## src/rtl/tmr_pkg.sv

```systemverilog
// Package: shared register offsets and mode-field positions for the
// prescaled reference timer. Assumes byte offsets on an 8-bit address.
package tmr_pkg;

    localparam int OFS_MODE = 'h00;
    localparam int OFS_REF  = 'h04;
    localparam int OFS_CAP  = 'h08;
    localparam int OFS_CNT  = 'h0C;
    localparam int OFS_EVT  = 'h11;

    localparam int MB_EN       = 0;
    localparam int MB_SRC_LO   = 1;
    localparam int MB_RESTART  = 3;
    localparam int MB_IE       = 4;
    localparam int MB_PRE_LSB  = 8;

    localparam int EB_CAP = 0;
    localparam int EB_REF = 1;
    localparam int EVT_W  = 2;

    typedef enum logic [1:0] {
        SRC_OFF0  = 2'd0,
        SRC_SYS   = 2'd1,
        SRC_SYS16 = 2'd2,
        SRC_OFF3  = 2'd3
    } src_sel_e;

endpackage

```

## src/rtl/tmr_regs.sv

```systemverilog
// Module: register file and bus decoder for the timer.
// Holds mode, reference, capture and event registers, produces restart
// and load strobes, and muxes read data. Assumes DATA_W >= CNT_W and
// that writes complete in a single cycle.
module tmr_regs
    import tmr_pkg::*;
#(
    parameter int ADDR_W = 8,
    parameter int DATA_W = 16,
    parameter int CNT_W  = 16
) (
    input  logic              clk,
    input  logic              rst_n,
    input  logic              bus_en,
    input  logic              bus_we,
    input  logic [ADDR_W-1:0] bus_addr,
    input  logic [DATA_W-1:0] bus_wdata,
    input  logic [CNT_W-1:0]  cnt_i,
    input  logic              match_i,
    output logic [DATA_W-1:0] rdata_o,
    output logic [DATA_W-1:0] mode_o,
    output logic [CNT_W-1:0]  ref_o,
    output logic [EVT_W-1:0]  evt_o,
    output logic              restart_o,
    output logic              load_o
);

    logic              wr;
    logic              wr_mode, wr_ref, wr_cap, wr_cnt, wr_evt;
    logic              disarm;
    logic [DATA_W-1:0] mode_q;
    logic [CNT_W-1:0]  ref_q;
    logic [DATA_W-1:0] cap_q;
    logic [EVT_W-1:0]  evt_q;
    logic [EVT_W-1:0]  evt_clr;
    logic [EVT_W-1:0]  evt_set;

    // Address decode of the single-cycle write strobe.
    always_comb begin
        wr      = bus_en && bus_we;
        wr_mode = wr && (bus_addr == ADDR_W'(OFS_MODE));
        wr_ref  = wr && (bus_addr == ADDR_W'(OFS_REF));
        wr_cap  = wr && (bus_addr == ADDR_W'(OFS_CAP));
        wr_cnt  = wr && (bus_addr == ADDR_W'(OFS_CNT));
        wr_evt  = wr && (bus_addr == ADDR_W'(OFS_EVT));
        disarm  = wr_mode && mode_q[MB_EN] && !bus_wdata[MB_EN];
    end

    // Mode register; falling enable wipes the whole register.
    always_ff @(posedge clk) begin
        if (!rst_n)
            mode_q <= '0;
        else if (disarm)
            mode_q <= '0;
        else if (wr_mode)
            mode_q <= bus_wdata;
    end

    // Reference register; also wiped by a falling enable.
    always_ff @(posedge clk) begin
        if (!rst_n)
            ref_q <= '0;
        else if (disarm)
            ref_q <= '0;
        else if (wr_ref)
            ref_q <= CNT_W'(bus_wdata);
    end

    // Capture register: plain storage, no pin capture logic.
    always_ff @(posedge clk) begin
        if (!rst_n)
            cap_q <= '0;
        else if (wr_cap)
            cap_q <= bus_wdata;
    end

    // Event flag set/clear terms; hardware set wins over write-1-to-clear.
    always_comb begin
        evt_clr         = wr_evt ? bus_wdata[EVT_W-1:0] : '0;
        evt_set         = '0;
        evt_set[EB_REF] = match_i;
    end

    // Event register update.
    always_ff @(posedge clk) begin
        if (!rst_n)
            evt_q <= '0;
        else
            evt_q <= (evt_q & ~evt_clr) | evt_set;
    end

    // Read data multiplexer; unmapped offsets return zero.
    always_comb begin
        case (bus_addr)
            ADDR_W'(OFS_MODE): rdata_o = mode_q;
            ADDR_W'(OFS_REF):  rdata_o = DATA_W'(ref_q);
            ADDR_W'(OFS_CAP):  rdata_o = cap_q;
            ADDR_W'(OFS_CNT):  rdata_o = DATA_W'(cnt_i);
            ADDR_W'(OFS_EVT):  rdata_o = DATA_W'(evt_q);
            default:           rdata_o = '0;
        endcase
    end

    assign mode_o    = mode_q;
    assign ref_o     = ref_q;
    assign evt_o     = evt_q;
    assign restart_o = wr_mode || wr_ref;
    assign load_o    = wr_cnt;

endmodule

```

## src/rtl/tmr_prescaler.sv

```systemverilog
// Module: clock prescaler. Emits a one-cycle tick every (pre_val+1)
// cycles, or every (pre_val+1)*2**SUB_W cycles when use_sub is set.
// Assumes restart and !run both return all stages to zero.
module tmr_prescaler #(
    parameter int PRE_W = 8,
    parameter int SUB_W = 4
) (
    input  logic             clk,
    input  logic             rst_n,
    input  logic             run,
    input  logic             restart,
    input  logic [PRE_W-1:0] pre_val,
    input  logic             use_sub,
    output logic             tick
);

    logic [PRE_W-1:0] pre_q;
    logic             pre_wrap;

    // First stage wrap detect.
    assign pre_wrap = run && (pre_q == pre_val);

    // First stage counter: 0 .. pre_val.
    always_ff @(posedge clk) begin
        if (!rst_n || restart || !run)
            pre_q <= '0;
        else if (pre_wrap)
            pre_q <= '0;
        else
            pre_q <= pre_q + 1'b1;
    end

    generate
        if (SUB_W > 0) begin : g_sub
            logic [SUB_W-1:0] sub_q;

            // Second stage: counts first-stage wraps when selected.
            always_ff @(posedge clk) begin
                if (!rst_n || restart || !run || !use_sub)
                    sub_q <= '0;
                else if (pre_wrap)
                    sub_q <= sub_q + 1'b1;
            end

            // Tick on the last wrap of the second stage, or every wrap.
            assign tick = pre_wrap && (!use_sub || (&sub_q));
        end else begin : g_nosub
            // No second stage configured: every wrap is a tick.
            assign tick = pre_wrap;
        end
    endgenerate

endmodule

```

## src/rtl/tmr_counter.sv

```systemverilog
// Module: reference-restart counter. Advances on ticks, returns to zero
// on the tick after reaching a nonzero reference, and reports that
// event. Assumes load and restart are single-cycle strobes.
module tmr_counter #(
    parameter int CNT_W = 16
) (
    input  logic             clk,
    input  logic             rst_n,
    input  logic             en,
    input  logic             run,
    input  logic             tick,
    input  logic             restart,
    input  logic             load,
    input  logic [CNT_W-1:0] load_val,
    input  logic [CNT_W-1:0] ref_val,
    output logic [CNT_W-1:0] cnt_o,
    output logic             match_o
);

    logic [CNT_W-1:0] cnt_q;
    logic             hit;

    // Reference hit on a tick that is not overridden by a bus strobe.
    assign hit = en && run && tick && !restart && !load &&
                 (ref_val != '0) && (cnt_q == ref_val);

    // Count register with priority: disable, restart, load, tick.
    always_ff @(posedge clk) begin
        if (!rst_n || !en)
            cnt_q <= '0;
        else if (restart)
            cnt_q <= '0;
        else if (load)
            cnt_q <= load_val;
        else if (run && tick)
            cnt_q <= hit ? '0 : cnt_q + 1'b1;
    end

    assign cnt_o   = cnt_q;
    assign match_o = hit;

endmodule

```

## src/rtl/ref_match_timer.sv

```systemverilog
// Module: top of the prescaled reference timer. Decodes mode fields,
// connects the register file, prescaler and counter, and forms the
// interrupt. Assumes a synchronous single-cycle register bus.
module ref_match_timer
    import tmr_pkg::*;
#(
    parameter int ADDR_W = 8,
    parameter int CNT_W  = 16,
    parameter int PRE_W  = 8,
    parameter int SUB_W  = 4,
    localparam int DATA_W = CNT_W
) (
    input  logic              clk,
    input  logic              rst_n,
    input  logic              bus_en,
    input  logic              bus_we,
    input  logic [ADDR_W-1:0] bus_addr,
    input  logic [DATA_W-1:0] bus_wdata,
    output logic [DATA_W-1:0] bus_rdata,
    output logic              irq_o
);

    logic [DATA_W-1:0] mode_q;
    logic [CNT_W-1:0]  ref_q;
    logic [EVT_W-1:0]  evt_q;
    logic [CNT_W-1:0]  cnt_q;
    logic              restart, load, tick, match, run, mode_en;
    src_sel_e          src;
    logic [PRE_W-1:0]  pre_val;

    // Mode field decode and run qualification.
    always_comb begin
        mode_en = mode_q[MB_EN];
        src     = src_sel_e'(mode_q[MB_SRC_LO +: 2]);
        pre_val = mode_q[MB_PRE_LSB +: PRE_W];
        run     = mode_en && mode_q[MB_RESTART] &&
                  ((src == SRC_SYS) || (src == SRC_SYS16));
    end

    tmr_regs #(
        .ADDR_W (ADDR_W),
        .DATA_W (DATA_W),
        .CNT_W  (CNT_W)
    ) i_regs (
        .clk       (clk),
        .rst_n     (rst_n),
        .bus_en    (bus_en),
        .bus_we    (bus_we),
        .bus_addr  (bus_addr),
        .bus_wdata (bus_wdata),
        .cnt_i     (cnt_q),
        .match_i   (match),
        .rdata_o   (bus_rdata),
        .mode_o    (mode_q),
        .ref_o     (ref_q),
        .evt_o     (evt_q),
        .restart_o (restart),
        .load_o    (load)
    );

    tmr_prescaler #(
        .PRE_W (PRE_W),
        .SUB_W (SUB_W)
    ) i_pre (
        .clk     (clk),
        .rst_n   (rst_n),
        .run     (run),
        .restart (restart),
        .pre_val (pre_val),
        .use_sub (src == SRC_SYS16),
        .tick    (tick)
    );

    tmr_counter #(
        .CNT_W (CNT_W)
    ) i_cnt (
        .clk      (clk),
        .rst_n    (rst_n),
        .en       (mode_en),
        .run      (run),
        .tick     (tick),
        .restart  (restart),
        .load     (load),
        .load_val (CNT_W'(bus_wdata)),
        .ref_val  (ref_q),
        .cnt_o    (cnt_q),
        .match_o  (match)
    );

    // Level interrupt from the sticky reference flag.
    assign irq_o = mode_q[MB_IE] && evt_q[EB_REF];

endmodule

```

## config.mk

```make
export PLATFORM = sky130hd
export DESIGN_NAME = ref_match_timer
export DESIGN_NICKNAME = d
export VERILOG_FILES = /design/src/rtl/tmr_pkg.sv /design/src/rtl/tmr_regs.sv /design/src/rtl/tmr_prescaler.sv /design/src/rtl/tmr_counter.sv /design/src/rtl/ref_match_timer.sv
export SDC_FILE = /design/constraint.sdc
export NUM_CORES = 1
export LEC_CHECK = 0
export BUFFER_PORTS_ARGS = -buffer_cell sky130_fd_sc_hd__buf_4
export CAP_MARGIN = 20
export CORE_MARGIN = 3
export CORE_UTILIZATION = 53
export CTS_CLUSTER_SIZE = 16
export DETAILED_ROUTE_END_ITERATION = 10
export GPL_TIMING_DRIVEN = 0
export HOLD_SLACK_MARGIN = 0.15
export PLACE_DENSITY = 0.73
export RECOVER_POWER = 50
export SLEW_MARGIN = 20
export SYNTH_ARGS = -nofsm -noshare
export SYNTH_HDL_FRONTEND = slang
export SYNTH_SLANG_ARGS = --single-unit
```

## constraint.sdc

```tcl
create_clock -name clk -period 3.15 [get_ports clk]
set_input_delay 0.4725 -clock clk [delete_from_list [all_inputs] [get_ports clk]]
set_output_delay 0.4725 -clock clk [all_outputs]
set_load 0.1 [all_outputs]
```

==> out/qor.yml, run 1 <==
cts:
  clock_latency_ns: 0.37
  htreeDepth: 3
  clock_path_buffers: 2
  cts_tree: "built"
  clock_sinks: 78
  ctsHoldBuffers: 0
  cts-root-buf: "clkbuf_8"
  cts_buffers: 9
  clk_pin_slew_ns: 0.09
detailed_routing:
  drt-wirelength-per-cell_microns: 18.73
  totalWireLength_microns: 12740
  vias: 4160
  drc: 0
  drt_iter0_markers: 401
  dr.pass1.iters: 5
  antenna_left: 0
  via_per_inst: 6.118
timing:
  slew_headroom_pct: 21.65
  max_slew.worst_pin.slew_ns: 1.180
  finalSetupViolations: 0
  finalMaxSlewViolations: 0
  min_period_ns: 3.034
  max_freq_mhz: 329.6
  hold_slack_ns: 0.3524
  worst_slack_ns: 0.1157
  hold_viol_final: 0
  rsz0062_at_grt: "false"
  finalClockSkew_ns: 0.01004
  fin_setup_tns_ns: 0
  timing.final.crit_share_pct: 96.33
place:
  dpl_worst_slack_ns: -0.1826
  dp.cells: 663
  dpl.hpwl_microns: 9474
  gp_congestion: 0.9280
  portBuffers: 43
  place_area_sq_mm: 0.004736
critical_path:
  crit_path_top_delay_cell: "or4_4"
  slowest_delay_ns: 0.53
  crit_buf_inv: 4
  cp_data_required_time_ns: 2.68
  critPathTopFamily: "simple AND/OR/NAND/NOR gates"
  worstPathCellList: "clkbuf_4 -> or4_4 -> or3_1 -> buf_6 -> nor3b_4 -> buf_2 -> a22oi_1 -> o21ai_1 -> buf_4"
  regToRegStartpoint: "i_regs.mode_o[11]"
  path_max_fanout: 10
  critPathArrivalTime_ns: 2.56
  crit_start: "bus_addr[1]"
  path_class: "input port to output pin"
  crit_path_end_kind: "output pin"
  start_kind: "input port"
final_layout:
  num_antenna_cells: 0
  layout_commonest_cell: "nand2_1"
  fin_util_pct: 63.06
  nets: 605
  fin_area_sq_mm: 0.004923
  drive_gt1_share_pct: 15.92
  final_cell_mix: "nand2_1, dfxtp_1, nand3_1, a21oi_1, buf_4"
  finalNonFillerCells: 680
  syn2layout_area_growth_pct: 14.89
min_path:
  hp-start: "bus_wdata[6]"
  hold_class: "input port to flip-flop"
die:
  initial_core_util_pct: 54.89
  die-area_sq_mm: 0.009201
  ios: 45
  core_area_sq_mm: 0.007807
  die-height_microns: 95.92
  rows: 32
  die_w_microns: 95.92
logic_synthesis:
  ys.warnings.count: 0
  synthAdderAreaFrac_pct: 1.168
  synth-simple-area-share_pct: 28.09
  synth_nets: 550
  synthDistinctLibCells: 51
  synth_area_sq_mm: 0.004285
  synth-async-reset-ratio_pct: 0
  synth-seq-cells: 78
  ys.flop_type: "dfxtp_1"
  synth_edf_count: 0
  ys_seq_area_share_pct: 36.44
  syn_inst: 518
  synth_compound_area_share_pct: 14.54
  synth.avg_cell_area_sq_um: 8.273
  synthXorXnorAreaFrac_pct: 7.562
  yosys-mux-area-fraction_pct: 8.350
  synth_top_family_by_area: "simple AND/OR/NAND/NOR gates"
global_routing:
  grt_max_degree: 16
  grt_pass1_vias: 3885
  grt_usage_pct: 28.94
  grt-ovfl-total: 0
  antenna_found_initial: 0
  grt_pass1_wl_microns: 19890
power_and_ir_drop:
  power_leakage_nw: 1.833
  ir_drop_uv: 239.2
  p_total_mw: 1.886
  powerDensity_mw_per_mm2: 383.2
run_status:
  outcome: "completed"
job:
  drv_cap: 0
-- synth_stat cells (3+ instances only) --
cell / n / area [sq um]
xnor2_1: 7 / 61.31
a21o_1: 3 / 22.52
o21ai_0: 5 / 25.02
a21oi_1: 43 / 215.2
clkbuf_1: 24 / 90.09
a21boi_0: 15 / 112.6
nor2_1: 29 / 108.9
and2_1: 19 / 118.9
nor3_1: 9 / 45.04
a22oi_1: 9 / 67.56
inv_1: 3 / 11.26
mux4_2: 14 / 315.3
xor2_1: 30 / 262.8
or3_1: 3 / 18.77
nor4_1: 10 / 62.56
dfxtp_1: 78 / 1562
nand4b_1: 3 / 26.28
a211oi_1: 3 / 22.52
ha_1: 4 / 50.05
nand3_1: 45 / 225.2
a21boi_1: 3 / 22.52
o211ai_1: 6 / 45.04
and3_1: 8 / 50.05
buf_2: 5 / 25.02
nand2_1: 98 / 367.9
nand4_1: 9 / 56.30
-- sequential cells by signal (all words and copies together), names as in the netlist --
register and cells:
i_regs.cap_q 16, i_pre.pre_q 8, i_regs.ref_o 16, i_pre.g_sub.sub_q 4
i_regs.evt_o 2, i_regs.mode_o 16, i_cnt.cnt_o 16
-- path summary, 6_finish.rpt --
| path | slack (ns) | depth (start not counted) | end |
|---|---|---|---|
| setup / recovery | 0.12 | 9 | bus_rdata[0] |
| hold / removal | 0.35 | 2 | i_cnt.cnt_o[6] |
| setup reg to reg | 0.38 | 7 | i_cnt.cnt_o[3] |
| hold reg to reg | 0.46 | 2 | i_regs.mode_o[5] |
-- layer usage --
layer	part of all wire, %	GRT usage, %
met2	46	46.67
met4	3.3	13.63
met3	8.3	4.222
met1	42	38.14
met5	0	0
-- repair_timing --
action                                  4_1_cts  5_1_grt
cloned                                        0        0
gates resized for setup                       2        6
pin swaps                                     1        0
endpoints found under the setup margin       11       10
setup buffers                                 1        0
-- layout make-up --
type / count / area (sq um)
inverters: 3 / 11.26
plain buffers: 34 / 150.1
repair buffers: 44 / 312.8
well taps: 102 / 127.6
clock inverters: 7 / 82.58
flip-flops and latches: 78 / 1562
multi-input cells: 403 / 2554
fillers: 690 / 2884
clock buffers: 9 / 123.9
-- power breakdown --
| group | switching (mW) | total (mW) | leakage [nW] | internal, mW |
|---|---|---|---|---|
| registers | 0.000415 | 0.986 | 0.628 | 0.985 |
| logic | 0.0606 | 0.100 | 1.11 | 0.0397 |
| clock network | 0.424 | 0.800 | 0.0980 | 0.377 |
-- cell families (layout without fill, tap and decap cells) --
family	after synthesis	count (layout)
fa+ha+maj	4	4
flops	78	78
simple gates	246	246
compound gates	98	98
buf+inv	37	97
mux	18	18
xor+xnor	37	37
(Power assumes the default switching activity.)
==> run 2, diff against run 1 <==
--- a/config.mk
+++ b/config.mk
@@ -5,6 +5,7 @@
 export SDC_FILE = /design/constraint.sdc
 export NUM_CORES = 1
 export LEC_CHECK = 0
+export ABC_AREA = 1
 export BUFFER_PORTS_ARGS = -buffer_cell sky130_fd_sc_hd__buf_4
 export CAP_MARGIN = 20
 export CORE_MARGIN = 3
==> run 2 against run 1 <==
  * Worst setup slack improved by 0.24 ns
  * Design area increased by 5.3%
  * Sequential cell count unchanged
  * Wire length grew 4.1%
  * Synthesized cell count increased by 35%
  * Synthesized area up 5.6%
  * Combinational power decreased by 24%
  * Critical path depth shrank 1
  * Final cell count grew 27%
  * Largest cell class unchanged
  * Global-route usage down 1.2 points
  * Power is 4.7% higher
  * Hold slack better by 0.029 ns
==> out/qor.yml, run 2 <==
global_routing:
  grt_max_degree: 14  # -2
  grt-ovfl-total: 0  # unchanged
  antenna_found_initial: 0  # unchanged
  grt_usage_pct: 27.76  # -1.2 points
  grt_pass1_wl_microns: 21420  # +7.7%
  grt_pass1_vias: 4267  # +9.8%
power_and_ir_drop:
  pwr-share-clk_pct: 46.2  # +3.8 points
  internal_power_mw: 1.539  # +9.8%
  p_sw_share_pct: 22.09  # -3.6 points
  pwr-share-seq_pct: 49.9  # -2.4 points
  ir_drop_uv: 229.9  # -3.9%
  power.switching_mw: 0.4362  # -10%
  powerDensity_mw_per_mm2: 381.0  # -0.56%
  comb_power_share_pct: 3.8  # -1.5 points
  power_leakage_nw: 2.217  # +21%
logic_synthesis:
  synth-seq-cells: 78  # unchanged
  netlist.area_leader.share_pct: 34.51  # -1.9 points
  synth_nets: 729  # +33%
  ys_top_cells_by_area: "dfxtp_1, nand2_1, inv_1"
  ys_seq_area_share_pct: 34.51  # -1.9 points
  ys.flop_type: "dfxtp_1"
  yosys.cell_count.top_type: "nand2_1"
  syn_inst: 697  # +35%
  ys.warnings.count: 0  # unchanged
  yosysTopAreaCell: "dfxtp_1"
  synth.avg_cell_area_sq_um: 6.491  # -22%
  synthTopCellsByCount: "nand2_1, inv_1, dfxtp_1"
  synth_area_sq_mm: 0.004524  # +5.6%
  synth-async-reset-ratio_pct: 0  # unchanged
  synth_edf_count: 0  # unchanged
  synthDistinctLibCells: 33  # -35%
critical_path:
  crit_path_end: "bus_rdata[6]"
  path_max_fanout: 10  # unchanged
  crit_path_end_kind: "output pin"
  crit_path_top_delay_cell: "clkbuf_1"
  regToRegSetupSlack_ns: 0.97  # +0.59 ns
  cp_data_required_time_ns: 2.68  # about the same
  crit_start: "bus_addr[7]"
  critPathArrivalTime_ns: 2.33  # -0.23 ns
  start_kind: "input port"
  path_class: "input port to output pin"
  worstRegToRegCells: 13  # +6
  critPathMostFrequentCell: "nor2_1"
  regToRegStartpoint: "i_regs.mode_o[1]"
  reg2reg_to: "i_cnt.cnt_o[5]"
  slowest_delay_ns: 0.47  # -0.06 ns
  worstPathCellList: "clkbuf_4 -> nor2_1 -> nand3_2 -> nor2_1 -> clkbuf_1 -> nand2_1 -> o2111ai_1 -> buf_4"
die:
  die-area_sq_mm: 0.009682  # +5.2%
  initial_core_util_pct: 54.79  # -0.10 points
  die_w_microns: 98.40  # +2.6%
  core_area_sq_mm: 0.008258  # +5.8%
  ios: 45  # unchanged
  die-height_microns: 98.40  # +2.6%
  rows: 33  # +3.1%
job:
  drv_cap: 0  # unchanged
place:
  portBuffers: 43  # unchanged
  dpl.hpwl_microns: 10370  # +9.5%
  dpl_worst_slack_ns: 0.4965  # +0.6791 ns
  gp_congestion: 0.8981  # -3.2%
timing:
  hold_viol_final: 0  # unchanged
  finalClockSkew_ns: 0.009656  # -0.0003802 ns
  min_period_ns: 2.799  # -0.2354 ns
  max_slew.worst_pin.slew_ns: 1.162  # -0.01856 ns
  slew_headroom_pct: 22.88  # +1.2 points
  finalMaxSlewViolations: 0  # unchanged
  hold_slack_ns: 0.3811  # +0.02873 ns
  fin_setup_tns_ns: 0  # unchanged
  finalSetupViolations: 0  # unchanged
  rsz0062_at_grt: "false"
  worst_slack_ns: 0.3512  # +0.2354 ns
  timing.final.crit_share_pct: 88.85  # -7.5 points
  max_freq_mhz: 357.3  # +8.4%
detailed_routing:
  drt-wirelength-per-cell_microns: 15.39  # -18%
  via_per_inst: 5.427  # -11%
  vias: 4673  # +12%
  dr.pass1.iters: 6  # +1
  drc: 0  # unchanged
  totalWireLength_microns: 13260  # +4.1%
  drt_iter0_markers: 357  # -11%
  antenna_left: 0  # unchanged
min_path:
  hold_class: "input port to flip-flop"
final_layout:
  n_fill_cell: 779  # +13%
  drive_gt1_share_pct: 12.04  # -3.9 points
  syn2layout_area_growth_pct: 14.57
  num_antenna_cells: 0  # unchanged
  final_cell_mix: "nand2_1, inv_1, nor2_1, dfxtp_1, a21oi_1"
  nets: 783  # +29%
  layout_commonest_cell: "nand2_1"
cts:
  htreeDepth: 3  # unchanged
  ctsHoldBuffers: 0  # unchanged
  postCtsSetupBuffers: 0  # -1
  cts_tree: "built"
  clock_latency_ns: 0.37  # about the same
  cts_buffers: 9  # unchanged
  clock_path_buffers: 2  # unchanged
  clk_pin_slew_ns: 0.08  # about the same
  clock_sinks: 78  # unchanged
  cts-root-buf: "clkbuf_8"
  cts.repair.resized: 0  # -2
run_status:
  outcome: "completed"
[run 2: changes by cell type after synthesis, moves of 13 or more]
cell	before	now
nand2_1	98	214
inv_1	3	84
nor2_1	29	75
o21ai_0	5	31
nand3_1	45	21
and2_1	19	0
a21boi_0	15	0
clkbuf_1	24	10
mux4_2	14	0
o2111ai_1	0	13
[run 2: metal layers]
metal | GRT usage, % | vias up | routed length [microns]
li1 | - | 2326 | -
met1 | 39.21 | 2149 | 6079
met2 | 42.33 | 174 | 5870
met3 | 5.857 | 24 | 1038
met4 | 8.929 | 0 | 267
met5 | 0 | - | 0
[run 2: power by group through the flow]
stage / Combinational, mW / Clock, mW / Sequential [mW]
after global routing: 0.0806 / 0.958 / 0.986
final: 0.0760 / 0.913 / 0.986
after global placement: 0.0750 / 0 / 1.01
after CTS: 0.0760 / 0.916 / 0.986
after floorplan: 0.0252 / 0 / 1.01
after detailed placement: 0.0759 / 0 / 1.01
[run 2: area by class of cell]
cell class	count	area, sq um	area share (%)
clock buffer	10	127.6	2.462
buffer	25	130.1	2.510
timing repair buffer	43	319.1	6.155
clock inverter	6	110.1	2.124
sequential	78	1562	30.12
inverter	88	330.3	6.372
tap	105	131.4	2.534
multi-input combinational	506	2474	47.72
[run 2: through the flow]
step | utilization (%) | instance area, sq um | instances | power (mW)
2_1_floorplan | - | 4524 | 697 | 1.034
3_3_place_gp | 60.29 | 4979 | 845 | 1.084
3_5_place_dp | 60.29 | 4979 | 845 | 1.085
4_1_cts | 63.17 | 5216 | 861 | 1.977
5_1_grt | 62.77 | 5184 | 861 | 2.024
6_report | 62.77 | 5184 | 861 | 1.975
[run 2: worst max-delay path, delay by kind of cell]
family	cells	cell delay (ns)
buffers and inverters	3	0.92
and+or+nand+nor	4	0.75
AOI/OAI and AO/OA	1	0.17
[run 2: kinds of logic after synthesis]
kind of cell	count (synthesis)	share of synthesized area, %
adder cells (fa/ha/maj)	4	1.106
flip-flops	78	34.51
AND/OR/NAND/NOR	361	34.35
multiplexers	1	0.2489
AO/OA/AOI/OAI	109	13.52
XOR/XNOR	31	6.001
buffers and inverters	113	10.26
[run 2: worst min-delay path by stage]
stage,from,end,slack [ns],depth (start not counted)
after floorplan,i_regs.mode_o[1],i_regs.mode_o[1],0.44,2
after global placement,i_regs.mode_o[1],i_regs.mode_o[1],0.45,2
after detailed placement,i_regs.mode_o[1],i_regs.mode_o[1],0.45,2
after CTS,bus_wdata[11],i_regs.ref_o[11],0.38,3
after global routing,bus_wdata[11],i_regs.ref_o[11],0.38,3
final,bus_wdata[11],i_regs.mode_o[11],0.38,3
==> run 3, diff against run 2 <==
--- a/config.mk
+++ b/config.mk
@@ -14,7 +14,7 @@
 export DETAILED_ROUTE_END_ITERATION = 10
 export GPL_TIMING_DRIVEN = 0
 export HOLD_SLACK_MARGIN = 0.15
-export PLACE_DENSITY = 0.73
+export PLACE_DENSITY = 0.76
 export RECOVER_POWER = 50
 export SLEW_MARGIN = 20
 export SYNTH_ARGS = -nofsm -noshare
==> constraint.sdc (replaced) <==
create_clock -name clk -period 2.3 [get_ports clk]
set_input_delay 0.345 -clock clk [delete_from_list [all_inputs] [get_ports clk]]
set_output_delay 0.345 -clock clk [all_outputs]
set_load 0.1 [all_outputs]
==> run 3 against run 2 <==
  * Hold slack worse by 0.12 ns
  * Utilization is 0.65 points higher
  * Combinational power grew 37%
  * Sequential share of layout area fell by 0.31 points
  * Clock skew up 0.00076 ns
  * Die area is the same
  * Count of clock-buffer cells in the layout shrank 1
  * Worst setup slack worse by 0.29 ns
  * Via count rose by 1.8%
  * Critical path type unchanged
  * Critical endpoint is now bus_rdata[7]
==> out/qor.yml, run 3 (synthesis results as in run 2) <==
critical_path:
  crit_path_end: "bus_rdata[7]"
  worstRegToRegCells: 13  # unchanged
  path_class: "input port to output pin"
  regToRegSetupSlack_ns: 0.26  # -0.71 ns
  critPathArrivalTime_ns: 1.89  # -0.44 ns
  cp_data_required_time_ns: 1.96  # -0.72 ns
  crit_start: "bus_addr[7]"
  path_max_fanout: 10  # unchanged
  reg2reg_to: "i_cnt.cnt_o[5]"
  regToRegStartpoint: "i_regs.mode_o[1]"
  crit_path_end_kind: "output pin"
  start_kind: "input port"
place:
  place_area_sq_mm: 0.004991  # +0.25%
  dpl.hpwl_microns: 10390  # +0.18%
  gp_congestion: 0.9704  # +8.1%
  portBuffers: 43  # unchanged
global_routing:
  grt_pass1_vias: 4461  # +4.5%
  grt-ovfl-total: 0  # unchanged
  grt_usage_pct: 27.29  # -0.46 points
  grt_max_degree: 18  # +4
  grt_pass1_wl_microns: 21290  # -0.61%
  antenna_found_initial: 0  # unchanged
die:
  ios: 45  # unchanged
  die-area_sq_mm: 0.009682  # unchanged
  initial_core_util_pct: 54.79  # unchanged
  core_area_sq_mm: 0.008258  # unchanged
  die_w_microns: 98.40  # unchanged
  rows: 33  # unchanged
  die-height_microns: 98.40  # unchanged
detailed_routing:
  drt_iter0_markers: 341  # -4.5%
  drc: 0  # unchanged
  vias: 4758  # +1.8%
  antenna_left: 0  # unchanged
  via_per_inst: 5.513  # +1.6%
  totalWireLength_microns: 13210  # -0.33%
  dr.pass1.iters: 5  # -1
  drt-wirelength-per-cell_microns: 15.31  # -0.56%
power_and_ir_drop:
  p_sw_share_pct: 26.81  # +4.7 points
  ir_drop_uv: 332.7  # +45%
  p_total_mw: 2.489  # +26%
  internal_power_mw: 1.822  # +18%
  pwr-share-clk_pct: 41.6  # -4.6 points
  pwr-share-seq_pct: 54.3  # +4.4 points
  power_leakage_nw: 2.237  # +0.91%
  power.switching_mw: 0.6673  # +53%
  powerDensity_mw_per_mm2: 475.3  # +25%
  comb_power_share_pct: 4.2  # +0.4 points
min_path:
  hp-start: "bus_wdata[2]"
  hold_class: "input port to flip-flop"
final_layout:
  layout_commonest_cell: "nand2_1"
  syn2layout_area_growth_pct: 15.76
  fin_area_sq_mm: 0.005238  # +1.0%
  n_fill_cell: 801  # +2.8%
  nets: 785  # +0.26%
  fin_util_pct: 63.42  # +0.65 points
  num_antenna_cells: 0  # unchanged
  final_cell_mix: "nand2_1, inv_1, dfxtp_1, nor2_1, a21oi_1"
  drive_gt1_share_pct: 13.98  # +1.9 points
timing:
  max_slew.worst_pin.slew_ns: 0.5664  # -0.5953 ns
  hold_viol_final: 0  # unchanged
  finalSetupViolations: 0  # unchanged
  rsz0062_at_grt: "true"
  slew_headroom_pct: 62.24  # +39 points
  finalMaxSlewViolations: 0  # unchanged
  timing.final.crit_share_pct: 97.28
  min_period_ns: 2.237
  max_freq_mhz: 446.9
  finalClockSkew_ns: 0.01042  # +0.0007599 ns
cts:
  clk_pin_slew_ns: 0.09  # about the same
  clock_sinks: 78  # unchanged
  htreeDepth: 3  # unchanged
  cts_buffers: 9  # unchanged
  clock_path_buffers: 2  # unchanged
  cts_tree: "built"
  ctsHoldBuffers: 0  # unchanged
  clock_latency_ns: 0.36  # about the same
  cts-root-buf: "clkbuf_8"
run_status:
  outcome: "completed"
job:
  drv_cap: 0  # unchanged
-- run 3: changes by cell type in the layout (fill, tap and decap cells not counted), sizes merged --
cell / change
buf: +2
bufinv: -3
clkbuf: -1
clkinvlp: -2
inv: +6
-- run 3: cell type report --
class	instances	area (sq um)	share of cell area [%]
multi-input cells	506	2505	47.83
flip-flops and latches	78	1562	29.81
repair buffers	46	380.4	7.262
inverters	88	330.3	6.307
plain buffers	24	131.4	2.508
well taps	105	131.4	2.508
clock buffers	9	123.9	2.365
clock inverters	7	73.82	1.409
-- run 3: power by group through the flow --
stage	logic (mW)	registers [mW]	clock network (mW)
6_report	0.104	1.35	1.03
5_1_grt	0.110	1.35	1.11
4_1_cts	0.104	1.35	1.05
3_5_place_dp	0.104	1.38	0
3_3_place_gp	0.101	1.38	0
2_1_floorplan	0.0346	1.38	0
-- run 3: layer usage --
metal	GRT usage [%]	part of all wire, %
met4	9.454	2.3
met3	4.714	7.2
met5	0	0
met2	44.25	47
met1	36.73	44
-- run 3: timing repair --
action	4_1_cts	5_1_grt
endpoints found under the hold margin	0	0
pin swaps	0	1
setup endpoints to repair	11	13
buffers inserted	0	3
gates resized for setup	8	10
-- run 3: worst min-delay path by stage --
stage | to | slack (ns) | cells past startpoint
CTS | i_regs.cap_q[9] | 0.24 | 3
global placement | i_regs.mode_o[6] | 0.45 | 2
floorplan | i_regs.mode_o[1] | 0.44 | 2
global route | i_regs.cap_q[9] | 0.24 | 3
detailed placement | i_regs.mode_o[7] | 0.46 | 2
finish | i_regs.cap_q[2] | 0.26 | 3
-- run 3: stage by stage --
stage          setup slack, ns  std cells  hold slack [ns]  setup TNS (ns)
2_1_floorplan          -0.5488        697           0.4400          -5.828
3_3_place_gp           -0.1107        845           0.4513         -0.7030
3_5_place_dp           -0.1499        845           0.4595          -1.116
4_1_cts                0.01751        860           0.2422               0
5_1_grt               -0.02699        863           0.2434        -0.08398
6_report               0.06255        863           0.2580               0
-- run 3: critical path: stages --
cell	delay, ns
buf_4	0.11
nor2_2	0.13
nand3_2	0.11
inv_2	0.12
nand2_1	0.15
clkbuf_1	0.29
o2111ai_1	0.35
buf_6	0.28
